## config.mk

```make
export PLATFORM = sky130hd
export DESIGN_NAME = gpb_bank
export DESIGN_NICKNAME = d
export VERILOG_FILES = /design/src/rtl/gpb_pkg.sv /design/src/rtl/gpb_sync.sv /design/src/rtl/gpb_port.sv /design/src/rtl/gpb_bank.sv
export SDC_FILE = /design/constraint.sdc
export NUM_CORES = 1
export LEC_CHECK = 0
export BUFFER_PORTS_ARGS = -buffer_cell sky130_fd_sc_hd__buf_2
export CAP_MARGIN = 15
export CORE_AREA = 8 8 124 126
export DETAILED_ROUTE_END_ITERATION = 7
export DIE_AREA = 0 0 132 134
export PLACE_DENSITY = 0.86
export SLEW_MARGIN = 15
export SYNTH_ARGS = -nofsm -noshare
export SYNTH_HDL_FRONTEND = slang
export SYNTH_SLANG_ARGS = --single-unit
```

## constraint.sdc

```tcl
create_clock -name clk -period 3.9 [get_ports clk]
set_input_delay 0 -clock clk [delete_from_list [all_inputs] [get_ports clk]]
set_output_delay 0 -clock clk [all_outputs]
set_load 0.02 [all_outputs]
```

## src/rtl/gpb_pkg.sv

```systemverilog
package gpb_pkg;

    localparam int NUM_PORTS  = 4;
    localparam int PORT_W     = 8;
    localparam int BUS_W      = 32;
    localparam int ADDR_W     = 8;
    localparam int PIN_W      = NUM_PORTS * PORT_W;
    localparam int PORT_SEL_W = $clog2(NUM_PORTS);
    localparam int GRP_LSB    = 2 + PORT_SEL_W;
    localparam int GRP_W      = ADDR_W - GRP_LSB;

    typedef enum logic [2:0] {
        K_OWN,
        K_OE,
        K_DATA,
        K_IN,
        K_M_OWN,
        K_M_OE,
        K_M_DATA,
        K_NONE
    } reg_kind_e;

    typedef struct packed {
        reg_kind_e               kind;
        logic [PORT_SEL_W-1:0]   port;
    } reg_sel_t;

    function automatic reg_kind_e group_to_kind(input logic [GRP_W-1:0] grp);
        case (grp)
            4'h0:    return K_OWN;
            4'h1:    return K_OE;
            4'h2:    return K_DATA;
            4'h3:    return K_IN;
            4'h8:    return K_M_OWN;
            4'h9:    return K_M_OE;
            4'hA:    return K_M_DATA;
            default: return K_NONE;
        endcase
    endfunction

    function automatic reg_sel_t decode_addr(input logic [ADDR_W-1:0] a);
        reg_sel_t s;
        s.kind = group_to_kind(a[ADDR_W-1:GRP_LSB]);
        s.port = a[GRP_LSB-1:2];
        return s;
    endfunction

endpackage

```

## src/rtl/gpb_sync.sv

```systemverilog
module gpb_sync #(
    parameter int W      = 32,
    parameter int STAGES = 2
) (
    input  logic         clk,
    input  logic         rst,
    input  logic [W-1:0] async_in,
    output logic [W-1:0] sync_out
);
    logic [W-1:0] chain [STAGES];

    generate
        for (genvar s = 0; s < STAGES; s++) begin : g_stage
            always_ff @(posedge clk) begin
                if (rst) begin
                    chain[s] <= '0;
                end else if (s == 0) begin
                    chain[s] <= async_in;
                end else begin
                    chain[s] <= chain[(s == 0) ? 0 : s-1];
                end
            end
        end
    endgenerate

    assign sync_out = chain[STAGES-1];

endmodule

```

## src/rtl/gpb_port.sv

```systemverilog
module gpb_port
    import gpb_pkg::*;
#(
    parameter int W = PORT_W
) (
    input  logic           clk,
    input  logic           rst,
    input  logic           sel,
    input  logic           we,
    input  reg_kind_e      kind,
    input  logic [2*W-1:0] wr_data,
    input  logic [W-1:0]   sync_in,
    output logic [W-1:0]   rd_val,
    output logic [W-1:0]   drv_val,
    output logic [W-1:0]   drv_en
);
    logic [W-1:0] own_q, oe_q, data_q;
    logic [W-1:0] new_val, upd_mask;
    logic         wr_hit;

    function automatic logic [W-1:0] merge_bits(
        input logic [W-1:0] cur, input logic [W-1:0] val, input logic [W-1:0] en);
        return (cur & ~en) | (val & en);
    endfunction

    assign wr_hit   = we && sel;
    assign new_val  = wr_data[W-1:0];
    assign upd_mask = wr_data[2*W-1:W];

    always_ff @(posedge clk) begin
        if (rst) begin
            own_q  <= '0;
            oe_q   <= '0;
            data_q <= '0;
        end else if (wr_hit) begin
            case (kind)
                K_OWN:    own_q  <= new_val;
                K_OE:     oe_q   <= new_val;
                K_DATA:   data_q <= new_val;
                K_M_OWN:  own_q  <= merge_bits(own_q, new_val, upd_mask);
                K_M_OE:   oe_q   <= merge_bits(oe_q, new_val, upd_mask);
                K_M_DATA: data_q <= merge_bits(data_q, new_val, upd_mask);
                default:  ;
            endcase
        end
    end

    always_comb begin
        case (kind)
            K_OWN, K_M_OWN:   rd_val = own_q;
            K_OE, K_M_OE:     rd_val = oe_q;
            K_DATA, K_M_DATA: rd_val = data_q;
            K_IN:             rd_val = sync_in;
            default:          rd_val = '0;
        endcase
    end

    assign drv_val = data_q;
    assign drv_en  = own_q & oe_q;

    AST_RESET_CLEAR: assert property (@(posedge clk)
        rst |=> (own_q == '0 && oe_q == '0 && data_q == '0));

    AST_UNSELECTED_HOLD: assert property (@(posedge clk) disable iff (rst)
        !wr_hit |=> ($stable(own_q) && $stable(oe_q) && $stable(data_q)));

    AST_DIRECT_EXACT: assert property (@(posedge clk) disable iff (rst)
        (wr_hit && kind == K_DATA) |=> (data_q == $past(wr_data[W-1:0])));

    AST_MASK_KEEPS: assert property (@(posedge clk) disable iff (rst)
        (wr_hit && kind == K_M_DATA) |=>
            (((data_q ^ $past(data_q)) & ~$past(wr_data[2*W-1:W])) == '0));

    AST_MASK_OE_KEEPS: assert property (@(posedge clk) disable iff (rst)
        (wr_hit && kind == K_M_OE) |=>
            (((oe_q ^ $past(oe_q)) & ~$past(wr_data[2*W-1:W])) == '0));

    AST_NO_WRITE_GROUP: assert property (@(posedge clk) disable iff (rst)
        (wr_hit && (kind == K_IN || kind == K_NONE)) |=>
            ($stable(own_q) && $stable(oe_q) && $stable(data_q)));

endmodule

```

## src/rtl/gpb_bank.sv

```systemverilog
module gpb_bank
    import gpb_pkg::*;
(
    input  logic              clk,
    input  logic              rst,
    input  logic [ADDR_W-1:0] bus_addr,
    input  logic              bus_we,
    input  logic [BUS_W-1:0]  bus_wdata,
    output logic [BUS_W-1:0]  bus_rdata,
    input  logic [PIN_W-1:0]  pin_in,
    output logic [PIN_W-1:0]  pin_out,
    output logic [PIN_W-1:0]  pin_oe
);
    localparam int SYNC_STAGES = 2;

    reg_sel_t           dec;
    logic [PIN_W-1:0]   pin_sync;
    logic [PORT_W-1:0]  port_rd [NUM_PORTS];
    logic               unused_bits;

    assign dec         = decode_addr(bus_addr);
    assign unused_bits = ^{bus_wdata[BUS_W-1:2*PORT_W], bus_addr[1:0]};

    gpb_sync #(.W(PIN_W), .STAGES(SYNC_STAGES)) u_sync (
        .clk      (clk),
        .rst      (rst),
        .async_in (pin_in),
        .sync_out (pin_sync)
    );

    generate
        for (genvar p = 0; p < NUM_PORTS; p++) begin : g_port
            gpb_port #(.W(PORT_W)) u_port (
                .clk     (clk),
                .rst     (rst),
                .sel     (dec.port == PORT_SEL_W'(p)),
                .we      (bus_we),
                .kind    (dec.kind),
                .wr_data (bus_wdata[2*PORT_W-1:0]),
                .sync_in (pin_sync[p*PORT_W +: PORT_W]),
                .rd_val  (port_rd[p]),
                .drv_val (pin_out[p*PORT_W +: PORT_W]),
                .drv_en  (pin_oe[p*PORT_W +: PORT_W])
            );
        end
    endgenerate

    always_comb begin
        bus_rdata = '0;
        bus_rdata[PORT_W-1:0] = port_rd[dec.port];
    end

    AST_READ_UPPER_ZERO: assert property (@(posedge clk) disable iff (rst)
        bus_rdata[BUS_W-1:PORT_W] == '0);

endmodule

```

==> impl_metrics.prom <==
# TYPE chip_impl_metric gauge
chip_impl_metric{name="detail_route.wl_per_cell",unit="um"} 19.25
chip_impl_metric{name="grtUsageMet3",unit="%"} 6.731
chip_impl_metric{name="grt_use_met2",unit="%"} 40.23
chip_impl_info{name="cts_root_buffer",value="sky130_fd_sc_hd__clkbuf_16"} 1
chip_impl_metric{name="worst-slew-pin-transition",unit="ns"} 1.041
chip_impl_info{name="grt_busiest_layer",value="met2"} 1
chip_impl_metric{name="grt_start_max_net_pins",unit=""} 68
chip_impl_metric{name="maxCapViolCount",unit=""} 0
chip_impl_info{name="worst-setup-path-type",value="input pin to output pin"} 1
chip_impl_metric{name="antenna_found_initial",unit=""} 2
chip_impl_metric{name="routed_via_density",unit=""} 6.102
chip_impl_metric{name="layout.core_utilization",unit="%"} 64.75
chip_impl_metric{name="num-fill-cells",unit=""} 1113
chip_impl_info{name="most-common-layout-cells",value="160 x sky130_fd_sc_hd__dfxtp_1, 127 x sky130_fd_sc_hd__buf_2, 102 x sky130_fd_sc_hd__o21ai_0"} 1
chip_impl_metric{name="clock_sink_count",unit=""} 160
chip_impl_metric{name="synth_cell_types",unit=""} 44
chip_impl_metric{name="post_placement_setup_slack",unit="ns"} 1.657
chip_impl_metric{name="die_area",unit="sq mm"} 0.01769
chip_impl_metric{name="finalWirelength",unit="mm"} 22.18
chip_impl_metric{name="report.final.slew_viol_count",unit=""} 0
chip_impl_metric{name="synth.yosys.warnings",unit=""} 0
chip_impl_metric{name="post_synth_inst_count",unit=""} 831
chip_impl_info{name="synth_top_flop_cell",value="sky130_fd_sc_hd__dfxtp_1"} 1
chip_impl_metric{name="period_minus_slack",unit="ns"} 2.349
chip_impl_metric{name="num_vias",unit=""} 7029
chip_impl_metric{name="cts.clk_slew.worst_paths",unit="ns"} 0.06
chip_impl_metric{name="final-setup-viol-count",unit=""} 0
chip_impl_metric{name="crit_fanout",unit=""} 47
chip_impl_metric{name="place.port_buffers",unit=""} 128
chip_impl_metric{name="setup_total_negative_slack",unit="ns"} 0
chip_impl_metric{name="tritoncts.num_buffers",unit=""} 17
chip_impl_metric{name="syn_to_final_growth",unit="%"} 22.08
chip_impl_metric{name="cts.path.max_buffers",unit=""} 2
chip_impl_info{name="mostFrequentLayoutCell",value="sky130_fd_sc_hd__dfxtp_1"} 1
chip_impl_metric{name="worst_clock_skew",unit="ns"} 0.003754
chip_impl_metric{name="async_reset_ff_share",unit="%"} 0
chip_impl_metric{name="start_util",unit="%"} 53.03
chip_impl_metric{name="hpwlAfterDp",unit="mm"} 15.81
chip_impl_info{name="rsz_0062_raised_after_global_routing",value="no"} 1
chip_impl_metric{name="worst_slack",unit="ns"} 1.551
chip_impl_metric{name="maxSlewHeadroom",unit="%"} 29.93
chip_impl_metric{name="die_width",unit="um"} 132
chip_impl_metric{name="grt.met1_usage",unit="%"} 28.87
chip_impl_info{name="timing.critical_path.to_type",value="output pin"} 1
chip_impl_metric{name="globalRouteTotalUtil",unit="%"} 24.53
chip_impl_metric{name="drc",unit=""} 0
chip_impl_metric{name="gp_routability_congestion",unit=""} 0.9271
chip_impl_metric{name="dr.first_iter.drc_count",unit=""} 1040
chip_impl_info{name="tritoncts_clock_tree",value="done"} 1
chip_impl_metric{name="fmax",unit="MHz"} 425.8
chip_impl_metric{name="synth_enable_flop_cells",unit=""} 0
chip_impl_metric{name="layout-drive-gt1-share",unit="%"} 22.53
chip_impl_metric{name="cp.arrival",unit="ns"} 2.35
chip_impl_metric{name="critical_path_required",unit="ns"} 3.90
chip_impl_metric{name="syn_avg_cell_area",unit="sq um"} 8.618
chip_impl_metric{name="synth_area",unit="sq mm"} 0.007162
chip_impl_metric{name="seq_area_frac_synth",unit="%"} 44.72
chip_impl_metric{name="clk-insertion-delay-late",unit="ns"} 0.42
chip_impl_metric{name="grt_first_pass_wirelength",unit="mm"} 35.09
chip_impl_info{name="crit_path_start_kind",value="input pin"} 1
chip_impl_metric{name="leakage",unit="nW"} 3.348
chip_impl_metric{name="htree_num_levels",unit=""} 4
chip_impl_metric{name="fp.coreArea",unit="sq mm"} 0.01350
chip_impl_metric{name="irDropWorstVdd",unit="V"} 0.0002871
chip_impl_metric{name="power-per-cell-area",unit="mW/mm^2"} 427.1
chip_impl_info{name="outcome",value="finished, final reports clean"} 1
chip_impl_metric{name="period_share",unit="%"} 60.22
chip_impl_metric{name="core.rowCount",unit=""} 43
chip_impl_metric{name="drt-pass1-iter-count",unit=""} 7
chip_impl_metric{name="fin_nets",unit=""} 1035
chip_impl_metric{name="count_of_endpoints_failing_hold_in_the_final_timing_report",unit=""} 0
chip_impl_metric{name="globalRoute.totalOverflow",unit=""} 0
chip_impl_info{name="worstHoldPathType",value="input pin to register"} 1
chip_impl_metric{name="number_of_synthesized_register_bits",unit=""} 160
chip_impl_metric{name="antenna_cells_inserted",unit=""} 0
chip_impl_metric{name="boundaryPins",unit=""} 171
chip_impl_metric{name="grt_pass1_vias",unit=""} 6831
chip_impl_metric{name="die_y",unit="um"} 134
chip_impl_metric{name="antenna_violating_nets_post_route",unit=""} 0
layer usage:
metal,vias to the layer above,share of wire (%)
met5,-,0.086
li1,3202,-
met4,4,4.3
met1,3278,39
met3,94,10
met2,451,47
critical path, stage by stage:
cell and delay [ns]:
sky130_fd_sc_hd__buf_2 0.72, sky130_fd_sc_hd__nand2b_1 0.17, sky130_fd_sc_hd__nor4_1 0.78, sky130_fd_sc_hd__a22oi_1 0.23, sky130_fd_sc_hd__o211ai_1 0.20, sky130_fd_sc_hd__buf_2 0.22
what timing repair did:
item                                   in CTS  in global routing
resized for setup                           0                  0
setup buffers                               0                  0
endpoints found under the hold margin     128                  0
hold buffers                               40                  0
layout make-up:
class	instances	area [sq um]	area share, %
inverter	1	3.754	0.04293
clock inverter	11	161.4	1.846
timing repair buffer	173	1081	12.36
tap	180	225.2	2.576
clock buffer	20	466.7	5.338
multi-input combinational	607	3602	41.20
sequential	160	3203	36.63
through the flow:
step                      power, W  cell area (sq um)  instances  hold slack, ns
after floorplan           0.001903               7248        854          0.1282
after global placement    0.001959               7715       1081          0.2082
after detailed placement  0.001965               7715       1081          0.2117
after CTS                 0.003732               8743       1152         0.03081
after global routing      0.003845               8743       1152         0.04772
final                     0.003734               8743       1152         0.05990
Yosys cell counts, types with 3 or more instances:
master | instances | share of area, %
sky130_fd_sc_hd__buf_2 | 19 | 1.3
sky130_fd_sc_hd__a222oi_1 | 5 | 0.70
sky130_fd_sc_hd__buf_1 | 3 | 0.16
sky130_fd_sc_hd__a22o_1 | 14 | 1.7
sky130_fd_sc_hd__mux4_2 | 3 | 0.94
sky130_fd_sc_hd__nand2_1 | 14 | 0.73
sky130_fd_sc_hd__and2_1 | 44 | 3.8
sky130_fd_sc_hd__a221oi_1 | 7 | 0.86
sky130_fd_sc_hd__mux2i_1 | 7 | 0.98
sky130_fd_sc_hd__o221a_2 | 7 | 1.1
sky130_fd_sc_hd__mux2_2 | 8 | 1.3
sky130_fd_sc_hd__clkbuf_2 | 3 | 0.21
sky130_fd_sc_hd__nor2_2 | 8 | 0.70
sky130_fd_sc_hd__nand3_1 | 101 | 7.1
sky130_fd_sc_hd__nor2b_1 | 66 | 5.8
sky130_fd_sc_hd__dfxtp_1 | 160 | 45
sky130_fd_sc_hd__nor4_1 | 3 | 0.26
sky130_fd_sc_hd__clkbuf_1 | 36 | 1.9
sky130_fd_sc_hd__or2_2 | 23 | 2.0
sky130_fd_sc_hd__nor2_1 | 20 | 1.0
sky130_fd_sc_hd__o211ai_1 | 6 | 0.63
sky130_fd_sc_hd__buf_4 | 25 | 2.6
sky130_fd_sc_hd__o21ai_0 | 102 | 7.1
sky130_fd_sc_hd__nor3_1 | 3 | 0.21
sky130_fd_sc_hd__a22oi_1 | 21 | 2.2
sky130_fd_sc_hd__a21oi_1 | 96 | 6.7
logic make-up (layout without fill, tap and decap cells):
group	count (synthesis)	after routing	share of synthesized area (%)
AOI/OAI and AO/OA	267	267	22.08
buffers and inverters	87	205	6.254
and+or+nand+nor	298	298	23.71
other	1	24	0.05236
muxes	18	18	3.180
DFF	160	160	44.72
where the power goes:
| part | internal [W] | switching (W) |
|---|---|---|
| Sequential | 0.00167 | 0.0000125 |
| Clock | 0.00111 | 0.000650 |
| Combinational | 0.000105 | 0.000180 |
worst paths after layout:
| check | start | end | slack [ns] | cells after the start |
|---|---|---|---|---|
| worst max-delay path | bus_addr[2] | bus_rdata[1] | 1.55 | 6 |
| worst min-delay path | bus_wdata[13] | register | 0.06 | 4 |
| worst max register to register | register | register | 3.12 | 2 |
| worst min register to register | u_sync.chain[0][31]$_SDFF_PP0_ | u_sync.chain[1][31]$_SDFF_PP0_ | 0.43 | 1 |
No activity file was read; power rests on OpenSTA's default activity.
